$ cat src/rtl/sofFrameTimerPkg.sv
package sofFrameTimerPkg;

  // Control-to-datapath strobes, one set per clock cycle.
  typedef struct packed {
    logic clearCnt;  // drop the tick count to zero
    logic countEn;   // count one tick this edge
    logic wrapEn;    // microframe boundary reached this edge
    logic loadLen;   // latch the register value as the active length
  } sofStrobes_t;

endpackage

$ cat src/rtl/sofFrameTimerCtrl.sv
module sofFrameTimerCtrl
  import sofFrameTimerPkg::*;
(
  input  logic        clk,
  input  logic        rstN,
  input  logic        run,
  input  logic        tickEn,
  input  logic        atEnd,
  output sofStrobes_t strobes
);

  // Set one edge after run is seen high; ticks count only once it is set.
  logic running;

  always_ff @(posedge clk or negedge rstN) begin
    if (!rstN) running <= 1'b0;
    else       running <= run;
  end

  always_comb begin
    strobes.clearCnt = !run;
    strobes.countEn  = run && running && tickEn;
    strobes.wrapEn   = strobes.countEn && atEnd;
    strobes.loadLen  = !running || strobes.wrapEn;
  end

  // a rising run never produces a boundary in the same edge
  a_r9_no_wrap_at_start: assert property (@(posedge clk) disable iff (!rstN)
    (run && !running) |-> !strobes.wrapEn);

endmodule

$ cat src/rtl/sofFrameTimerDp.sv
module sofFrameTimerDp
  import sofFrameTimerPkg::*;
#(
  parameter int BASE_LEN  = 59488,
  parameter int STEP_LEN  = 16,
  parameter int ADJ_W     = 6,
  parameter int ADJ_RESET = 32,
  parameter int REG_W     = 8,
  parameter int FRAME_W   = 11,
  parameter int UFRAMES   = 8
) (
  input  logic               clk,
  input  logic               rstPorN,
  input  logic               rstN,
  input  logic               regWrEn,
  input  logic [REG_W-1:0]   regWrData,
  input  sofStrobes_t        strobes,
  output logic               atEnd,
  output logic [REG_W-1:0]   regRdData,
  output logic               sofPulse,
  output logic [FRAME_W-1:0] frameNum,
  output logic [$clog2(UFRAMES)-1:0] uframeIdx
);

  localparam int MAX_LEN = BASE_LEN + STEP_LEN * ((1 << ADJ_W) - 1);
  localparam int CNT_W   = $clog2(MAX_LEN + 1);
  localparam int UF_W    = $clog2(UFRAMES);

  logic [ADJ_W-1:0] adjReg;   // software-visible, sticky
  logic [ADJ_W-1:0] curAdj;   // length in force for this microframe
  logic [CNT_W-1:0] cnt;
  logic [CNT_W-1:0] curLen;
  logic [CNT_W-1:0] lastCnt;

  // Adjustment register: only power-on reset touches it.
  always_ff @(posedge clk or negedge rstPorN) begin
    if (!rstPorN)     adjReg <= ADJ_W'(ADJ_RESET);
    else if (regWrEn) adjReg <= regWrData[ADJ_W-1:0];
  end

  generate
    if (REG_W > ADJ_W) begin : g_padRead
      assign regRdData = {{(REG_W - ADJ_W){1'b0}}, adjReg};
    end else begin : g_fullRead
      assign regRdData = adjReg;
    end
  endgenerate

  always_ff @(posedge clk or negedge rstN) begin
    if (!rstN)                curAdj <= ADJ_W'(ADJ_RESET);
    else if (strobes.loadLen) curAdj <= adjReg;
  end

  assign curLen  = CNT_W'(BASE_LEN) + CNT_W'(STEP_LEN) * CNT_W'(curAdj);
  assign lastCnt = curLen - CNT_W'(1);
  assign atEnd   = (cnt == lastCnt);

  always_ff @(posedge clk or negedge rstN) begin
    if (!rstN)                                cnt <= '0;
    else if (strobes.clearCnt || strobes.wrapEn) cnt <= '0;
    else if (strobes.countEn)                 cnt <= cnt + CNT_W'(1);
  end

  always_ff @(posedge clk or negedge rstN) begin
    if (!rstN) begin
      sofPulse  <= 1'b0;
      uframeIdx <= '0;
      frameNum  <= '0;
    end else begin
      sofPulse <= strobes.wrapEn;
      if (strobes.wrapEn) begin
        if (uframeIdx == UF_W'(UFRAMES - 1)) begin
          uframeIdx <= '0;
          frameNum  <= frameNum + FRAME_W'(1);
        end else begin
          uframeIdx <= uframeIdx + UF_W'(1);
        end
      end
    end
  end

  // the count never runs past the active length
  a_r1_no_overflow: assert property (@(posedge clk) disable iff (!rstN)
    cnt <= lastCnt);

  // the active length only changes on a load strobe
  a_r5_len_hold: assert property (@(posedge clk) disable iff (!rstN)
    !strobes.loadLen |=> $stable(curAdj));

  // the strobe lasts one cycle
  a_r6_sof_single: assert property (@(posedge clk) disable iff (!rstN)
    sofPulse |=> !sofPulse);

  // index steps on SOF and holds otherwise
  a_r7_idx_step: assert property (@(posedge clk) disable iff (!rstN)
    sofPulse |-> uframeIdx == UF_W'($past(uframeIdx) + UF_W'(1)));
  a_r7_idx_hold: assert property (@(posedge clk) disable iff (!rstN)
    !sofPulse |-> $stable(uframeIdx));

  // frame steps only on index wrap
  a_r8_frame_step: assert property (@(posedge clk) disable iff (!rstN)
    (sofPulse && uframeIdx == '0) |-> frameNum == FRAME_W'($past(frameNum) + FRAME_W'(1)));
  a_r8_frame_hold: assert property (@(posedge clk) disable iff (!rstN)
    !(sofPulse && uframeIdx == '0) |-> $stable(frameNum));

  // idle clears the count
  a_r9_idle_clear: assert property (@(posedge clk) disable iff (!rstN)
    strobes.clearCnt |=> cnt == '0);

endmodule

$ cat src/rtl/sofFrameTimer.sv
module sofFrameTimer
  import sofFrameTimerPkg::*;
#(
  parameter int BASE_LEN  = 59488,
  parameter int STEP_LEN  = 16,
  parameter int ADJ_W     = 6,
  parameter int ADJ_RESET = 32,
  parameter int FRAME_W   = 11
) (
  input  logic               clk,
  input  logic               rstPorN,
  input  logic               rstN,
  input  logic               tickEn,
  input  logic               run,
  input  logic               regWrEn,
  input  logic [7:0]         regWrData,
  output logic [7:0]         regRdData,
  output logic               sofPulse,
  output logic [FRAME_W-1:0] frameNum,
  output logic [2:0]         uframeIdx
);

  sofStrobes_t strobes;
  logic        atEnd;
  logic        coreRstN;

  // Power-on reset also clears the timing state.
  assign coreRstN = rstN && rstPorN;

  sofFrameTimerCtrl i_ctrl (
    .clk     (clk),
    .rstN    (coreRstN),
    .run     (run),
    .tickEn  (tickEn),
    .atEnd   (atEnd),
    .strobes (strobes)
  );

  sofFrameTimerDp #(
    .BASE_LEN  (BASE_LEN),
    .STEP_LEN  (STEP_LEN),
    .ADJ_W     (ADJ_W),
    .ADJ_RESET (ADJ_RESET),
    .REG_W     (8),
    .FRAME_W   (FRAME_W),
    .UFRAMES   (8)
  ) i_dp (
    .clk       (clk),
    .rstPorN   (rstPorN),
    .rstN      (coreRstN),
    .regWrEn   (regWrEn),
    .regWrData (regWrData),
    .strobes   (strobes),
    .atEnd     (atEnd),
    .regRdData (regRdData),
    .sofPulse  (sofPulse),
    .frameNum  (frameNum),
    .uframeIdx (uframeIdx)
  );

endmodule

$ cat config.mk
export PLATFORM = sky130hd
export DESIGN_NAME = sofFrameTimer
export DESIGN_NICKNAME = d
export VERILOG_FILES = /design/src/rtl/sofFrameTimerPkg.sv /design/src/rtl/sofFrameTimerCtrl.sv /design/src/rtl/sofFrameTimerDp.sv /design/src/rtl/sofFrameTimer.sv
export SDC_FILE = /design/constraint.sdc
export NUM_CORES = 1
export LEC_CHECK = 0
export ABC_CLOCK_PERIOD_IN_PS = 5400
export BUFFER_PORTS_ARGS = -buffer_cell sky130_fd_sc_hd__buf_4
export CORE_AREA = 2 2 94 87
export DETAILED_ROUTE_END_ITERATION = 8
export DIE_AREA = 0 0 96 89
export PLACE_DENSITY_LB_ADDON = 0.3
export SLEW_MARGIN = 15
export SYNTH_ARGS = -nofsm -noshare
export SYNTH_HDL_FRONTEND = slang
export SYNTH_HIERARCHICAL = 1
export SYNTH_SLANG_ARGS = --single-unit
$ cat constraint.sdc
create_clock -name clk -period 5.4 [get_ports clk]
set_clock_uncertainty 0.1 [all_clocks]
set_input_delay 0.54 -clock clk [delete_from_list [all_inputs] [get_ports clk]]
set_output_delay 0.54 -clock clk [all_outputs]
set_load 0.05 [all_outputs]
Word level (Yosys, flattened, before mapping). Cells that the tools add are included.

Register bits: 44. Input bits: 14. Word-level logic and storage cells: 27.

$add $sub $neg: 5. Multiplexer cells: 3. Equality and inequality tests: 2. Reduce and logical (&&, ||, !) cells: 10.

Operators with widths (count): $mux 16 (2); $add 16x1->16 const B (1); $eq 16x16->1 (1); $sub 16x1->16 const B (1); $add 14x11->15 const A (1); $add 11x1->11 const B (1); $logic_and 1x1->1 (4); $add 3x1->3 const B (1); $eq 3x3->1 const B (1); $mux 3 (1); $logic_not 1->1 (2); $logic_or 1x1->1 (2); $reduce_and 2->1 (1); $reduce_bool 2->1 (1).

Logic depth before layout (Yosys ltp). Gate-level depths: netlist (run 1).

Depth after elaboration: 6. Gate-level depth with buffers: 10. Depth with buffers taken out: 10.

Cells and area by module. The synthesis (run 1) kept the hierarchy.

By module, submodules not included: sofFrameTimerDp (cells each 195, instances 1, seq. area each 1078.5 um2, area each 2144.6 um2); sofFrameTimerCtrl (cells each 6, instances 1, seq. area each 25.0 um2, area each 53.8 um2); sofFrameTimer (cells each 1, instances 1, seq. area each 0.0 um2, area each 6.3 um2).

Least setup slack after synthesis (run 1). Ideal clock, no wire load.

Path type: reg2reg. Start: reg i_dp.curAdj[0]. End: reg i_dp.cnt[10]. Stages on the path, launching flop included: 10. Slack: 2.755 ns. Buffers on the path: 2. Data arrival time: 2.413 ns. Cell sequence: dfrtp_1 -> ha_1 -> nor4b_1 -> o311ai_0 -> a211oi_1 -> and4_1 -> or2_2 -> clkbuf_1 -> clkbuf_1 -> nor2_1.

RTL lines: start: declaration (line sofFrameTimerDp.sv:30) `logic [ADJ_W-1:0] curAdj;`; start signal: assignment (line sofFrameTimerDp.sv:50) `if (!rstN) curAdj <= ADJ_W'(ADJ_RESET);`; start signal: assignment (line sofFrameTimerDp.sv:51) `else if (strobes.loadLen) curAdj <= adjReg;`; end signal: assignment (line sofFrameTimerDp.sv:61) `else if (strobes.countEn) cnt <= cnt + CNT_W'(1);`; end: declaration (line sofFrameTimerDp.sv:31) `logic [CNT_W-1:0] cnt;`.

==> qor.txt, run 1 <==
die height -> 89 um
Clock Path Buffers -> 2
first-pass GRT wire length -> 7280 um
max-slew violation count -> 0
flops & latches, synth -> 44
final hold vios -> 0
minimum clock period after layout -> 3.21 ns
Post-CTS Setup Repair Bufs -> 0
post-route ant nets -> 0
fin util -> 0.356
hold crit path type -> in -> reg
Worst Path Required -> 5.49 ns
CTS H-tree lvls -> 2
CTS tree -> built
Tot Pwr -> 0.710 mW
post-route cell area -> 0.00266 sq mm
clk slew on worst S/H paths -> 0.08 ns
CP startpoint kind -> register
area grow syn2layout -> 20.8%
crit-path cells -> ha_1, nor4b_1, o311ai_0, a211oi_1, and4_1, nand2_1, nor3_1, nand2_1, xnor2_1
final setup violation count -> 0
Cells after Synth -> 202
Clock Tree Root -> clkbuf_8
Die X-Extent -> 96 um
Post-Syn Area -> 0.00220 sq mm
worst skew pair latency -> 0.29 ns
Area contributors post-synth -> dfrtp_1, mux2_2, xnor2_1, xor2_1, nand2_1
drt initial violations -> 50
TNS Setup -> 0 ns
met3 wire length -> 182 um
final WL -> 4220 um
CP Data Arrival Time -> 3.29 ns
Yosys top cell area share -> 0.477
number of flops mapped to enable cells by yosys -> 0
unrepaired setup endpoints after global routing -> no
Vias -> 1564
path depth of the worst reg2reg path -> 9
CTS buffer count -> 5
asr flop ratio synth -> 1.00
Worst-Margin Slew -> 0.888 ns
initial antenna violation count -> 0
Syn Area/Cell -> 10.9 sq um
commonest cells in the netlist -> dfrtp_1, xnor2_1, nand2_1
ANT cells -> 0
Synth area leader -> dfrtp_1
number of max-cap violations -> 0
Crit Path Category -> reg -> reg
PortBufs -> 32
fin crit share -> 0.594
CP dominant cell by count -> nand2_1
critical-path maximum fanout -> 8
peak supply drop -> 139 uV
Net count, final -> 254
CP endpoint kind -> register
Yosys Warn Count -> 6
Initial Utilization -> 0.295
clock sinks -> 44
largest net degree at the start of global routing -> 39
dpl hpwl -> 2980 um
met1 WL -> 2100 um
# IOs -> 37
vias per cell -> 4.71
drt pass-1 iters -> 4
leak pwr -> 1.19 nW
Max Fclk -> 312 MHz
# rows -> 30
Routed met2 length -> 1880 um
Top FF cell, synth -> dfrtp_1
status -> complete, no violations
share of cells above drive strength 1 -> 0.271
routed len/inst -> 12.7 um
placed cell areas -> 0.00253 sq mm
grt ovf -> 0
Die Area -> 0.00854 sq mm
top-count cell post-synth -> dfrtp_1
Post-CTS Resized -> 0
GPL Wtd Cong -> 0.737
Max Used Layer -> met4
Worst path max stage delay -> 0.47 ns
Seq/Total Area, Yosys -> 0.501
Yosys cell types -> 36
number of global-route vias before repair -> 1537
Worst Hold Depth -> 1
Slew headroom -> 0.408
Core Area -> 0.00747 sq mm
Worst path slowest cell -> dfrtp_1
DRC viols -> 0
Total GRT Usage -> 0.109
PwrDens -> 267 mW/mm^2
-- final timing paths --
kind / start / end / slack [ns]
worst min register to register: i_dp/frameNum[10] / i_dp/frameNum[10] / 0.38
worst max-delay path: i_dp/curAdj[0] / i_dp/frameNum[7] / 2.19
max in group asynchronous: rstPorN / i_dp/cnt[8] / 3.63
min in group asynchronous: rstN / i_dp/curAdj[4] / 0.39
worst max register to register: i_dp/curAdj[0] / i_dp/frameNum[7] / 2.19
worst min-delay path: run / i_ctrl/running / 0.28
-- logic make-up (layout without fill, tap and decap cells) --
group           after synthesis  in the layout  synth area share
buf+inv                      12             45            0.0244
mux                          19             19            0.0959
compound gates               13             13            0.0369
simple gates                 78             78             0.193
xor+xnor                     30             30             0.119
other cells                   1              2           0.00170
flops                        44             44             0.501
fa+ha+maj                     5              5            0.0284
-- power breakdown --
group / switching [mW] / internal [mW]
combinational: 0.0500 / 0.0381
clock: 0.113 / 0.151
sequential: 0.0156 / 0.343
total: 0.178 / 0.532
-- critical path, delay by kind of cell, from the launching register on --
family          cells  cell delay, ns
simple gates        5            1.43
compound gates      2            0.63
xor+xnor            1            0.14
flops               1            0.47
fa+ha+maj           1            0.32
-- per-stage QoR --
step	setup slack [ns]	instances	hold slack, ns
after floorplan	2.76	203	0.144
after global placement	2.31	323	0.254
after detailed placement	2.23	323	0.255
after CTS	2.21	332	0.265
after global routing	1.92	332	0.258
final	2.19	332	0.282
-- final cells by class --
| cell class | instances | area (sq um) |
|---|---|---|
| clock buffers | 6 | 82.6 |
| clock inverters | 2 | 38.8 |
| well taps | 96 | 120 |
| flip-flops and latches | 44 | 1100 |
| multi-input cells | 147 | 1050 |
| inverters | 4 | 15.0 |
| fillers | 747 | 4810 |
| repair buffers | 33 | 250 |
-- routing by layer --
metal / track usage / vias up
li1: - / 769
met1: 0.150 / 757
met2: 0.165 / 31
met3: 0.0287 / 7
met4: 0.0390 / 0
met5: 0 / -
-- cell usage in the layout (no fill, tap or decap), types with 3 or more instances in the layout --
cell type / Yosys / layout
and3_1: 5 / 5
dfrtp_1: 42 / 42
inv_1: 4 / 4
nand4_1: 6 / 6
ha_1: 5 / 5
or3_1: 3 / 3
mux2_2: 17 / 17
nand3_1: 7 / 7
clkbuf_8: 0 / 6
xnor2_1: 19 / 19
nor2_1: 16 / 16
nor4_1: 3 / 3
buf_4: 2 / 32
nand2_1: 18 / 18
nor3_1: 6 / 6
xor2_1: 11 / 11
o21ai_0: 4 / 4
a21oi_1: 4 / 4
-- registers in the layout, summed over array words and instances, names as in the netlist --
signal          flops
i_ctrl/running      1
i_dp/uframeIdx      3
i_dp/sofPulse       1
i_dp/frameNum      11
i_dp/adjReg         6
i_dp/curAdj         6
i_dp/cnt           16
-- what timing repair did --
item / in CTS / in global routing
setup endpoints to repair: 0 / 0
endpoints found under the hold margin: 5 / 0
hold buffers: 1 / 0
(Power assumes the default switching activity.)
==> inputs of run 2 (changes only) <==
ABC_CLOCK_PERIOD_IN_PS = 3200   (was 5400)
clock period = 3.2 ns   (was 5.4 ns; I/O delays follow)
==> run 2 against run 1 <==
Net effect:
- via count down 0.26%
- highest routed layer unchanged
- sequential power up 69%
- critical path type unchanged
- setup slack worse by 1.9 ns
==> qor.txt, run 2 (synthesis results as in run 1) <==
status -> complete, no violations
placed cell areas -> 0.00255 sq mm (+0.59%)
DRC viols -> 0 (unchanged)
post-route cell area -> 0.00267 sq mm (+0.38%)
CP Data Arrival Time -> 3.07 ns (-0.22 ns)
final WL -> 4120 um (-2.3%)
CP startpoint kind -> register
Clock Tree Root -> clkbuf_8
CTS tree -> built
commonest cells after routing, fill and taps aside -> dfrtp_1, buf_4, xnor2_1
GRT Max-Usage Layer -> met2
drt initial violations -> 61 (+22%)
# rows -> 30 (unchanged)
biggest regs -> i_dp/cnt: 16 flops, i_dp/frameNum: 11 flops
vias per cell -> 4.67 (-0.85%)
PortBufs -> 32 (unchanged)
Slew headroom -> 0.403 (-0.00538)
TNS Setup -> 0 ns (unchanged)
Total GRT Usage -> 0.106 (-0.00313)
fin util -> 0.358 (+0.00134)
PnR worst setup slack -> 0.251 ns (-1.94 ns)
Worst path max stage delay -> 0.49 ns (+0.02 ns)
final hold vios -> 0 (unchanged)
post-route ant nets -> 0 (unchanged)
switching share of power -> 0.256 (+0.00530)
CTS buffer count -> 5 (unchanged)
Vias -> 1560 (-0.26%)
Max Fclk -> 339 MHz (+8.8%)
met1 usage -> 0.146 (-0.00409)
area grow syn2layout -> 21.2%
routed len/inst -> 12.3 um (-2.8%)
grt ovf -> 0 (unchanged)
number of global-route vias before repair -> 1554 (+1.1%)
Crit Path Category -> reg -> reg
final setup violation count -> 0 (unchanged)
max-slew violation count -> 0 (unchanged)
leak pwr -> 1.20 nW (+0.28%)
most flop-heavy register -> i_dp/cnt
Worst Path Required -> 3.32 ns (-2.17 ns)
Switch Pwr -> 0.301 mW (+69%)
ANT cells -> 0 (unchanged)
clk slew on worst S/H paths -> 0.08 ns (about the same)
GPL Wtd Cong -> 0.717 (-2.8%)
met3 Use GR -> 0.0253 (-0.00337)
commonest non-fill, non-tap cell in the layout -> dfrtp_1
Initial Utilization -> 0.295 (unchanged)
drt pass-1 iters -> 4 (unchanged)
CTS H-tree lvls -> 2 (unchanged)
# IOs -> 37 (unchanged)
critical path buffer and inverter count -> 2 (+2)
hold crit path type -> in -> reg
first-pass GRT wire length -> 7110 um (-2.4%)
P_int -> 0.874 mW (+64%)
path depth of the worst reg2reg path -> 10 (+1)
clock sinks -> 44 (unchanged)
CP dominant cell by count -> buf_4
crit-path cells -> ha_1, nand4bb_1, mux2i_1, o311ai_0, a211oi_2, and4_1, buf_4, or2_2, buf_4, a21oi_1
CP Depth -> 10 (+1)
initial antenna violation count -> 0 (unchanged)
pre-CTS setup slack -> 0.287 ns (-1.94 ns)
combinational share of power -> 0.128 (+0.004)
largest net degree at the start of global routing -> 39 (unchanged)
Worst-Margin Slew -> 0.896 ns (+0.00807 ns)
Clock Path Buffers -> 2 (unchanged)
unrepaired setup endpoints after global routing -> no
peak supply drop -> 273 uV (+96%)
Die Area -> 0.00854 sq mm (unchanged)
worst skew pair latency -> 0.29 ns (about the same)
max FFs per register -> 16 (unchanged)
Post-CTS Setup Repair Bufs -> 0 (unchanged)
Die X-Extent -> 96 um (unchanged)
share of cells above drive strength 1 -> 0.282 (+0.0103)
number of max-cap violations -> 0 (unchanged)
Worst path slowest cell -> dfrtp_1
met2 GRT Util -> 0.160 (-0.00505)
Clk pwr share -> 0.358 (-0.014)
dpl hpwl -> 2950 um (-0.94%)
Core Area -> 0.00747 sq mm (unchanged)
Net count, final -> 256 (+0.79%)
fin crit share -> 0.921 (+0.327)
minimum clock period after layout -> 2.95 ns (-0.260 ns)
Crit path max-delay family -> simple AND/OR/NAND/NOR gates
Seq pwr share -> 0.514 (+0.009)
Tot Pwr -> 1.18 mW (+66%)
critical-path maximum fanout -> 9 (+1)
Worst Hold Depth -> 1 (unchanged)
CP endpoint kind -> register
PwrDens -> 440 mW/mm^2 (+65%)
die height -> 89 um (unchanged)
[run 2: changes by cell type in the layout (fill, tap and decap cells not counted)]
cell	before	now
a211oi_1	1	0
clkbuf_8	6	5
clkinv_2	0	1
clkinv_4	1	0
buf_4	32	34
clkinvlp_4	0	1
a211oi_2	0	1
[run 2: power groups by stage]
| stage | clock, mW | combinational, mW | sequential [mW] |
|---|---|---|---|
| 5_1_grt | 0.463 | 0.164 | 0.609 |
| 2_1_floorplan | 0 | 0.0867 | 0.635 |
| 4_1_cts | 0.437 | 0.151 | 0.605 |
| 3_3_place_gp | 0 | 0.148 | 0.615 |
| 3_5_place_dp | 0 | 0.150 | 0.616 |
| 6_report | 0.421 | 0.150 | 0.605 |
[run 2: timing repair]
item / in CTS / in global routing
endpoints found under the setup margin: 0 / 3
hold endpoints to repair: 6 / 0
hold buffers: 1 / 0
gates resized for setup: 0 / 1
[run 2: final timing paths]
check                               endpoint         startpoint  slack [ns]
max                              i_dp/cnt[6]     i_dp/curAdj[0]        0.25
min in group asynchronous     i_dp/curAdj[3]               rstN        0.18
min reg2reg                i_dp/frameNum[10]  i_dp/frameNum[10]        0.38
max reg2reg                      i_dp/cnt[6]     i_dp/curAdj[0]        0.25
max in group asynchronous      i_dp/sofPulse            rstPorN        1.64
min                           i_ctrl/running                run        0.06
[run 2: worst reg2reg max path: stages, from the launching register on]
cell	delay, ns
dfrtp_1	0.49
ha_1	0.33
nand4bb_1	0.16
mux2i_1	0.07
o311ai_0	0.43
a211oi_2	0.17
and4_1	0.24
buf_4	0.16
or2_2	0.38
buf_4	0.21
a21oi_1	0.14
[run 2: metal layers]
layer  routed length (um)  vias to the layer above
met4                   47                        0
met3                  188                        4
met2                 1840                       37
met5                    0                        -
met1                 2040                      748
li1                     -                      771
[run 2: area by class of cell]
| cell class | count | area [sq um] |
|---|---|---|
| clock buffer | 5 | 68.8 |
| clock inverter | 3 | 42.5 |
| fill | 756 | 4800 |
| inverter | 4 | 15.0 |
| multi-input combinational | 147 | 1060 |
| sequential | 44 | 1100 |
| tap | 96 | 120 |
| timing repair buffer | 35 | 265 |
[run 2: per-stage QoR]
stage	cells	hold WS [ns]
after global routing	334	0.0506
after floorplan	203	-0.0756
after CTS	334	0.0519
final	334	0.0646
after global placement	325	0.0344
after detailed placement	325	0.0336
